[config.mk]
export PLATFORM = sky130hd
export DESIGN_NAME = gpr_file_sel
export DESIGN_NICKNAME = d
export VERILOG_FILES = /design/src/rtl/gprf_pkg.sv /design/src/rtl/gprf_decode.sv /design/src/rtl/gprf_store.sv /design/src/rtl/gpr_file_sel.sv
export SDC_FILE = /design/constraint.sdc
export NUM_CORES = 2
export LEC_CHECK = 0
export BUFFER_PORTS_ARGS = -buffer_cell sky130_fd_sc_hd__clkbuf_2
export CAP_MARGIN = 20
export CORE_UTILIZATION = 30
export DETAILED_ROUTE_END_ITERATION = 10
export PLACE_DENSITY_LB_ADDON = 0.25
export SLEW_MARGIN = 20
export SYNTH_ARGS = -nofsm -noshare
export SYNTH_HDL_FRONTEND = slang
export SYNTH_SLANG_ARGS = --single-unit
[constraint.sdc]
create_clock -name clk -period 7.4 [get_ports clk]
set_input_delay 1.48 -clock clk [delete_from_list [all_inputs] [get_ports clk]]
set_output_delay 1.48 -clock clk [all_outputs]
set_load 0.05 [all_outputs]
[src/rtl/gprf_pkg.sv]
package gprf_pkg;

  typedef logic [3:0] reg_id_t;

  localparam reg_id_t ID_NONE = 4'hF;
  localparam reg_id_t SP_ID   = 4'h4;

  localparam logic [3:0] OP_HALT = 4'h0;
  localparam logic [3:0] OP_NOP  = 4'h1;
  localparam logic [3:0] OP_MOVC = 4'h2;
  localparam logic [3:0] OP_LDI  = 4'h3;
  localparam logic [3:0] OP_STM  = 4'h4;
  localparam logic [3:0] OP_LDM  = 4'h5;
  localparam logic [3:0] OP_ALU  = 4'h6;
  localparam logic [3:0] OP_JMP  = 4'h7;
  localparam logic [3:0] OP_CALL = 4'h8;
  localparam logic [3:0] OP_RET  = 4'h9;
  localparam logic [3:0] OP_PUSH = 4'hA;
  localparam logic [3:0] OP_POP  = 4'hB;

  function automatic reg_id_t pick_src_a(logic [3:0] op, reg_id_t fa);
    case (op)
      OP_MOVC, OP_STM, OP_ALU, OP_PUSH: return fa;
      OP_RET, OP_POP:                   return SP_ID;
      default:                          return ID_NONE;
    endcase
  endfunction

  function automatic reg_id_t pick_src_b(logic [3:0] op, reg_id_t fb);
    case (op)
      OP_STM, OP_LDM, OP_ALU:            return fb;
      OP_CALL, OP_RET, OP_PUSH, OP_POP:  return SP_ID;
      default:                           return ID_NONE;
    endcase
  endfunction

  function automatic reg_id_t pick_dst_e(logic [3:0] op, reg_id_t fb, logic cnd);
    case (op)
      OP_MOVC:                           return cnd ? fb : ID_NONE;
      OP_LDI, OP_ALU:                    return fb;
      OP_CALL, OP_RET, OP_PUSH, OP_POP:  return SP_ID;
      default:                           return ID_NONE;
    endcase
  endfunction

  function automatic reg_id_t pick_dst_m(logic [3:0] op, reg_id_t fa);
    case (op)
      OP_LDM, OP_POP: return fa;
      default:        return ID_NONE;
    endcase
  endfunction

endpackage

[src/rtl/gprf_decode.sv]
module gprf_decode
  import gprf_pkg::*;
(
  input  logic [3:0] op_code,
  input  reg_id_t    fld_a,
  input  reg_id_t    fld_b,
  input  logic       cond_ok,
  output reg_id_t    src_a,
  output reg_id_t    src_b,
  output reg_id_t    dst_e,
  output reg_id_t    dst_m
);

  always_comb begin
    src_a = pick_src_a(op_code, fld_a);
    src_b = pick_src_b(op_code, fld_b);
    dst_e = pick_dst_e(op_code, fld_b, cond_ok);
    dst_m = pick_dst_m(op_code, fld_a);
  end

endmodule

[src/rtl/gprf_store.sv]
module gprf_store #(
  parameter int DATA_W = 64,
  parameter int NREG   = 15,
  parameter int ID_W   = 4
) (
  input  logic              clk,
  input  logic              rst_n,
  input  logic [ID_W-1:0]   src_a,
  input  logic [ID_W-1:0]   src_b,
  input  logic [ID_W-1:0]   dst_e,
  input  logic [ID_W-1:0]   dst_m,
  input  logic [DATA_W-1:0] wd_e,
  input  logic [DATA_W-1:0] wd_m,
  output logic [DATA_W-1:0] rd_a,
  output logic [DATA_W-1:0] rd_b,
  output logic [NREG-1:0]   hit_e,
  output logic [NREG-1:0]   hit_m
);

  logic [DATA_W-1:0] cells [NREG];

  for (genvar g = 0; g < NREG; g++) begin : g_reg
    logic [DATA_W-1:0] q;
    assign hit_e[g] = (dst_e == ID_W'(g));
    assign hit_m[g] = (dst_m == ID_W'(g));
    always_ff @(posedge clk or negedge rst_n) begin
      if (!rst_n)        q <= '0;
      else if (hit_m[g]) q <= wd_m;
      else if (hit_e[g]) q <= wd_e;
    end
    assign cells[g] = q;
  end

  function automatic logic [DATA_W-1:0] read_cell(logic [ID_W-1:0] id);
    if (32'(id) < NREG) return cells[id];
    return '0;
  endfunction

  always_comb begin
    rd_a = read_cell(src_a);
    rd_b = read_cell(src_b);
  end

endmodule

[src/rtl/gpr_file_sel.sv]
module gpr_file_sel
  import gprf_pkg::*;
#(
  parameter int DATA_W = 64,
  parameter int NREG   = 15
) (
  input  logic              clk,
  input  logic              rst_n,
  input  logic [3:0]        op_code,
  input  logic [3:0]        fld_a,
  input  logic [3:0]        fld_b,
  input  logic              cond_ok,
  input  logic [DATA_W-1:0] wdata_e,
  input  logic [DATA_W-1:0] wdata_m,
  output logic [DATA_W-1:0] rdata_a,
  output logic [DATA_W-1:0] rdata_b
);

  localparam int ID_W = $bits(reg_id_t);

  reg_id_t          src_a_id, src_b_id, dst_e_id, dst_m_id;
  logic [NREG-1:0]  wr_hit_e, wr_hit_m;

  gprf_decode u_dec (
    .op_code (op_code),
    .fld_a   (fld_a),
    .fld_b   (fld_b),
    .cond_ok (cond_ok),
    .src_a   (src_a_id),
    .src_b   (src_b_id),
    .dst_e   (dst_e_id),
    .dst_m   (dst_m_id)
  );

  gprf_store #(.DATA_W(DATA_W), .NREG(NREG), .ID_W(ID_W)) u_store (
    .clk   (clk),
    .rst_n (rst_n),
    .src_a (src_a_id),
    .src_b (src_b_id),
    .dst_e (dst_e_id),
    .dst_m (dst_m_id),
    .wd_e  (wdata_e),
    .wd_m  (wdata_m),
    .rd_a  (rdata_a),
    .rd_b  (rdata_b),
    .hit_e (wr_hit_e),
    .hit_m (wr_hit_m)
  );

endmodule

==> run summary <==
The flow ran to the end, and the final reports show no timing, DRC or antenna violations. In this run the clock root is driven by a sky130_fd_sc_hd__clkbuf_16. The clock arrives with 0 ns of skew. Buffers inserted during clock tree synthesis total 117. The tools report the global routing usage on met2 as 43.35%.

Traced cell by cell, the critical path runs through clkbuf_2 -> nor2b_1 -> a32o_4 -> buf_12 -> buf_12 -> a221oi_1 -> a311oi_1 -> a31oi_1 -> a211oi_1 -> clkbuf_2. The tools report the highest ir drop seen on vdd as 0.2027 mV. More flip-flops sit in one register than any other, and that register is u_store.g.q. The count of final max-slew check failures is 0, and the highest clock frequency the design can meet is 144.8 MHz. The post-route clock period utilization was 93.36%; the number of synthesis warnings was 0.

The share of synthesized registers carrying an async set or reset was 100.0%. The tool flagged a number of max-cap violations equal to 0. Measured in cells, the most critical reg-to-reg path has a length of 2.

TritonCTS built the clock tree. Global routing consumed, over all layers together, 27.53% of the routing resources. For the worst setup path, the data required time is 5.92 ns. After synthesis, the largest area contributor takes up 40.41% of total cell area. The largest delay contributor family on the critical path is compound AO/OA/AOI/OAI gates. After technology mapping, the gate count stands at 6,873. Instance area at placement: 63,160 um^2. The final-layout setup total negative slack was 0 ns. The worst setup path is launched from an input port. In this run, synthesis produced a sequential element count of 960.

The relative slew slack came out at 22.55%. In the synthesized netlist the dominant register cell turns out to be sky130_fd_sc_hd__dfrtp_1. In this run the number of cells on the critical path is 10. The register with the most flip-flops in the layout has 960 of them.

Global routing finished with a remaining overflow of 0. The number of search-and-repair iterations in the first detailed-routing pass was 8; the longest individual stage delay on the worst path was 0.87 ns. The via density per instance was 6.057; the hold violation count in the final report was 0. In this run the static leakage power is 0.03209 uW. The run gives 68 as the number of unique standard cell types used by synthesis.

For this configuration, the core starts out at a cell density of 30.17%. Compared with the post-synthesis result, the final layout area differs by 13.01%. The largest individual stage delay along the critical path comes from the cell sky130_fd_sc_hd__nor2b_1.

The setup-violating endpoint count in the final report came out at 0. For this run, global-route usage on met3 was measured as 4.598%. The final period demand of the worst path works out to 6.908 ns. Data on the critical path arrives at its endpoint at 5.43 ns.

The worst hold path stage count is 2. Worst hold path class: register to register. The logs give 54,315 for the number of global-route vias before repair and 7,045 for the starting DRC count in detailed routing.

After the last flow step, the layout net total stands at 6,813. Summed over all instances, the cell type with the most area after synthesis is sky130_fd_sc_hd__dfrtp_1. At the pin with the least slew margin, the transition time is 1.162 ns.

Setup repair after global routing left no endpoint under its margin. The floorplan die area came out at 199,900 um^2. Measured along the x axis, the die boundary spans 447.1 um. Most used routing layer in global routing: met2.

For met1 alone, demand over resource in global routing was 36.20%. The number of primary I/O pins is 271, and the clock transition at the registers of the reported paths is 0.06 ns. The share of the Yosys chip area taken by registers is 40.41%. The share of post-route cells with drive strength above 1 was 11.38%; the number of core rows was 163.

The critical path is of the input port to primary output type. Counting along the longest clock path gives a buffer depth of 3. In this run the tool buffered the top-level ports with 270 buffer cells. After detailed routing, the average wire length per cell comes to 30.04 um. The tools report the sink count of the clock tree as 960. In this run the cell area of the synthesized design comes to 59,440 um^2.

Along the worst path, the maximum fanout reaches 25. The first-pass GRT wire length is 402,900 um, and the count of flip-flops with a built-in enable after synthesis is 0. For the count of buffers added by post-CTS timing repair for setup, the log shows 0. A synthesized cell averages 8.649 um^2.

Wires add up to 283,600 um. Post-CTS repair changed the size of 0 cells. The largest net degree at the start of global routing was 146. Power spread over the standard cell area amounts to 275.9 nW/um^2.

Summed over all nets, the half-perimeter wirelength after detailed placement is 161,200 um. After floorplanning, the core was sized to cover 197,000 um^2. The clock tree synthesis step divided the H-tree into 3 levels.

The post-detailed-route count of antenna-violating nets was 0. Number of antenna violations at the first check in global routing: 53. Ranked by total cell area, the synthesized netlist is headed by sky130_fd_sc_hd__dfrtp_1 (40%), sky130_fd_sc_hd__mux2i_1 (17%), sky130_fd_sc_hd__nand2_1 (6.9%), sky130_fd_sc_hd__a21oi_1 (6.5%), sky130_fd_sc_hd__a221oi_1 (4.7%).

Together, buffers and inverters on the worst path number 4. At the later pin of the worst-skew pair, clock insertion delay measures 0.77 ns. The run gives 7,016 as the net count after synthesis. For the global placer's final weighted congestion, the log shows 0.8502. The die is 447.1 um tall. Buffers inserted to repair hold after CTS numbered 0. In the final layout, the registers with the most flip-flops are u_store.g.q: 960 flops. The tools report the finished layout cell area as 67,180 um^2.

The worst setup path is captured at a primary output. The count of unresolved DRC violations after routing was 0. The tools report the total number of vias as 57,187.
## Yosys cell counts (all sizes together), types with 3 or more instances
cell	instances
nand3	72
mux2i	1025
a211oi	67
a221oi	316
a31o	64
inv	6
buf	392
dfrtp	960
nor2	722
a21oi	773
nand2	1099
a31oi	193
nor3	3
o22ai	64
o221ai	64
nand4	8
a311oi	64
o21ai	402
and3	5
clkbuf	398
a221o	63
a21boi	5
o21a	5
o311a	63
nor2b	8
## worst min-delay path, cell delays in order (launching register included)
cell,delay [ns]
sky130_fd_sc_hd__dfrtp_1,0.36
sky130_fd_sc_hd__nand2_1,0.05
sky130_fd_sc_hd__o21ai_0,0.06
## kinds of logic after synthesis
kind of cell,Yosys count,share of synthesized area [%]
flops,960,40.41
simple gates,1932,12.60
buf+inv,796,6.186
compound gates,2158,23.51
mux,1027,17.30
## metal layers
layer,vias up,wire (um),part of all wire (%)
li1,24679,-,-
met1,28418,115400,41
met2,3354,129300,46
met3,732,24270,8.6
met4,4,14650,5.2
met5,-,12,0.0042
## layout make-up
type                            instances  area [um^2]
Antenna cell                           36        90.09
Timing Repair Buffer                  468         3591
Clock inverter                         38        501.7
Fill cell                           20462       129800
Tap cell                             2640         3303
Clock buffer                          177         3406
Sequential cell                       960        24020
Multi-Input combinational cell       5117        32240
Inverter                                6        22.52
## report_power, final
part / switching, uW / total, uW / internal (uW)
registers: 1270 / 7970 / 6700
logic: 2930 / 4580 / 1650
clock network: 2510 / 5990 / 3480
total: 6710 / 18500 / 11800
## layout by cell type (no fill, tap or decap), types with 9 or more instances in the layout
master	Yosys	routed
sky130_fd_sc_hd__nand2_1	1097	1096
sky130_fd_sc_hd__a31oi_1	193	192
sky130_fd_sc_hd__mux2i_1	1025	1025
sky130_fd_sc_hd__o21ai_1	106	96
sky130_fd_sc_hd__a31o_2	58	57
sky130_fd_sc_hd__o221ai_1	64	64
sky130_fd_sc_hd__dfrtp_1	960	960
sky130_fd_sc_hd__bufinv_16	0	9
sky130_fd_sc_hd__a221oi_1	316	316
sky130_fd_sc_hd__o311a_1	63	63
sky130_fd_sc_hd__clkbuf_8	0	21
sky130_fd_sc_hd__o22ai_1	64	64
sky130_fd_sc_hd__diode_2	0	36
sky130_fd_sc_hd__o21ai_4	0	12
sky130_fd_sc_hd__buf_4	31	144
sky130_fd_sc_hd__o21ai_0	294	293
sky130_fd_sc_hd__nand3_1	71	64
sky130_fd_sc_hd__clkbuf_1	398	37
sky130_fd_sc_hd__a211oi_1	63	63
sky130_fd_sc_hd__buf_12	0	54
sky130_fd_sc_hd__clkbuf_16	0	119
sky130_fd_sc_hd__clkbuf_2	0	266
sky130_fd_sc_hd__nor2_1	720	715
sky130_fd_sc_hd__clkinv_2	0	18
sky130_fd_sc_hd__a311oi_1	64	64
sky130_fd_sc_hd__a21oi_1	770	770
sky130_fd_sc_hd__a221o_1	63	63
## per-stage QoR
| stage | power [uW] | setup WS [ns] | hold slack [ns] | cells | utilization [%] |
|---|---|---|---|---|---|
| finish | 18540 | 0.4916 | 0.5058 | 9442 | 34.10 |
| CTS | 18520 | 0.5709 | 0.5059 | 9405 | 34.04 |
| global route | 19420 | 0.3634 | 0.5249 | 9436 | 34.09 |
| global placement | 12400 | 0.5533 | 0.4842 | 9187 | 32.01 |
| detailed placement | 12530 | 0.5615 | 0.4923 | 9190 | 32.06 |
| floorplan | 10850 | 1.392 | 0.4657 | 6873 | - |
## final timing paths
kind	start	end	slack [ns]
max	op_code[3]	rdata_a[7]	0.49
min	u_store.g_reg[4].q[24]	u_store.g_reg[4].q[24]	0.51
max reg2reg	u_store.g_reg[12].q[9]	u_store.g_reg[12].q[9]	6.63
min reg2reg	u_store.g_reg[4].q[24]	u_store.g_reg[4].q[24]	0.51
max in group asynchronous	rst_n	u_store.g_reg[7].q[10]	5.17
min in group asynchronous	rst_n	u_store.g_reg[10].q[38]	0.76
Power figures use the tool's default switching activity.
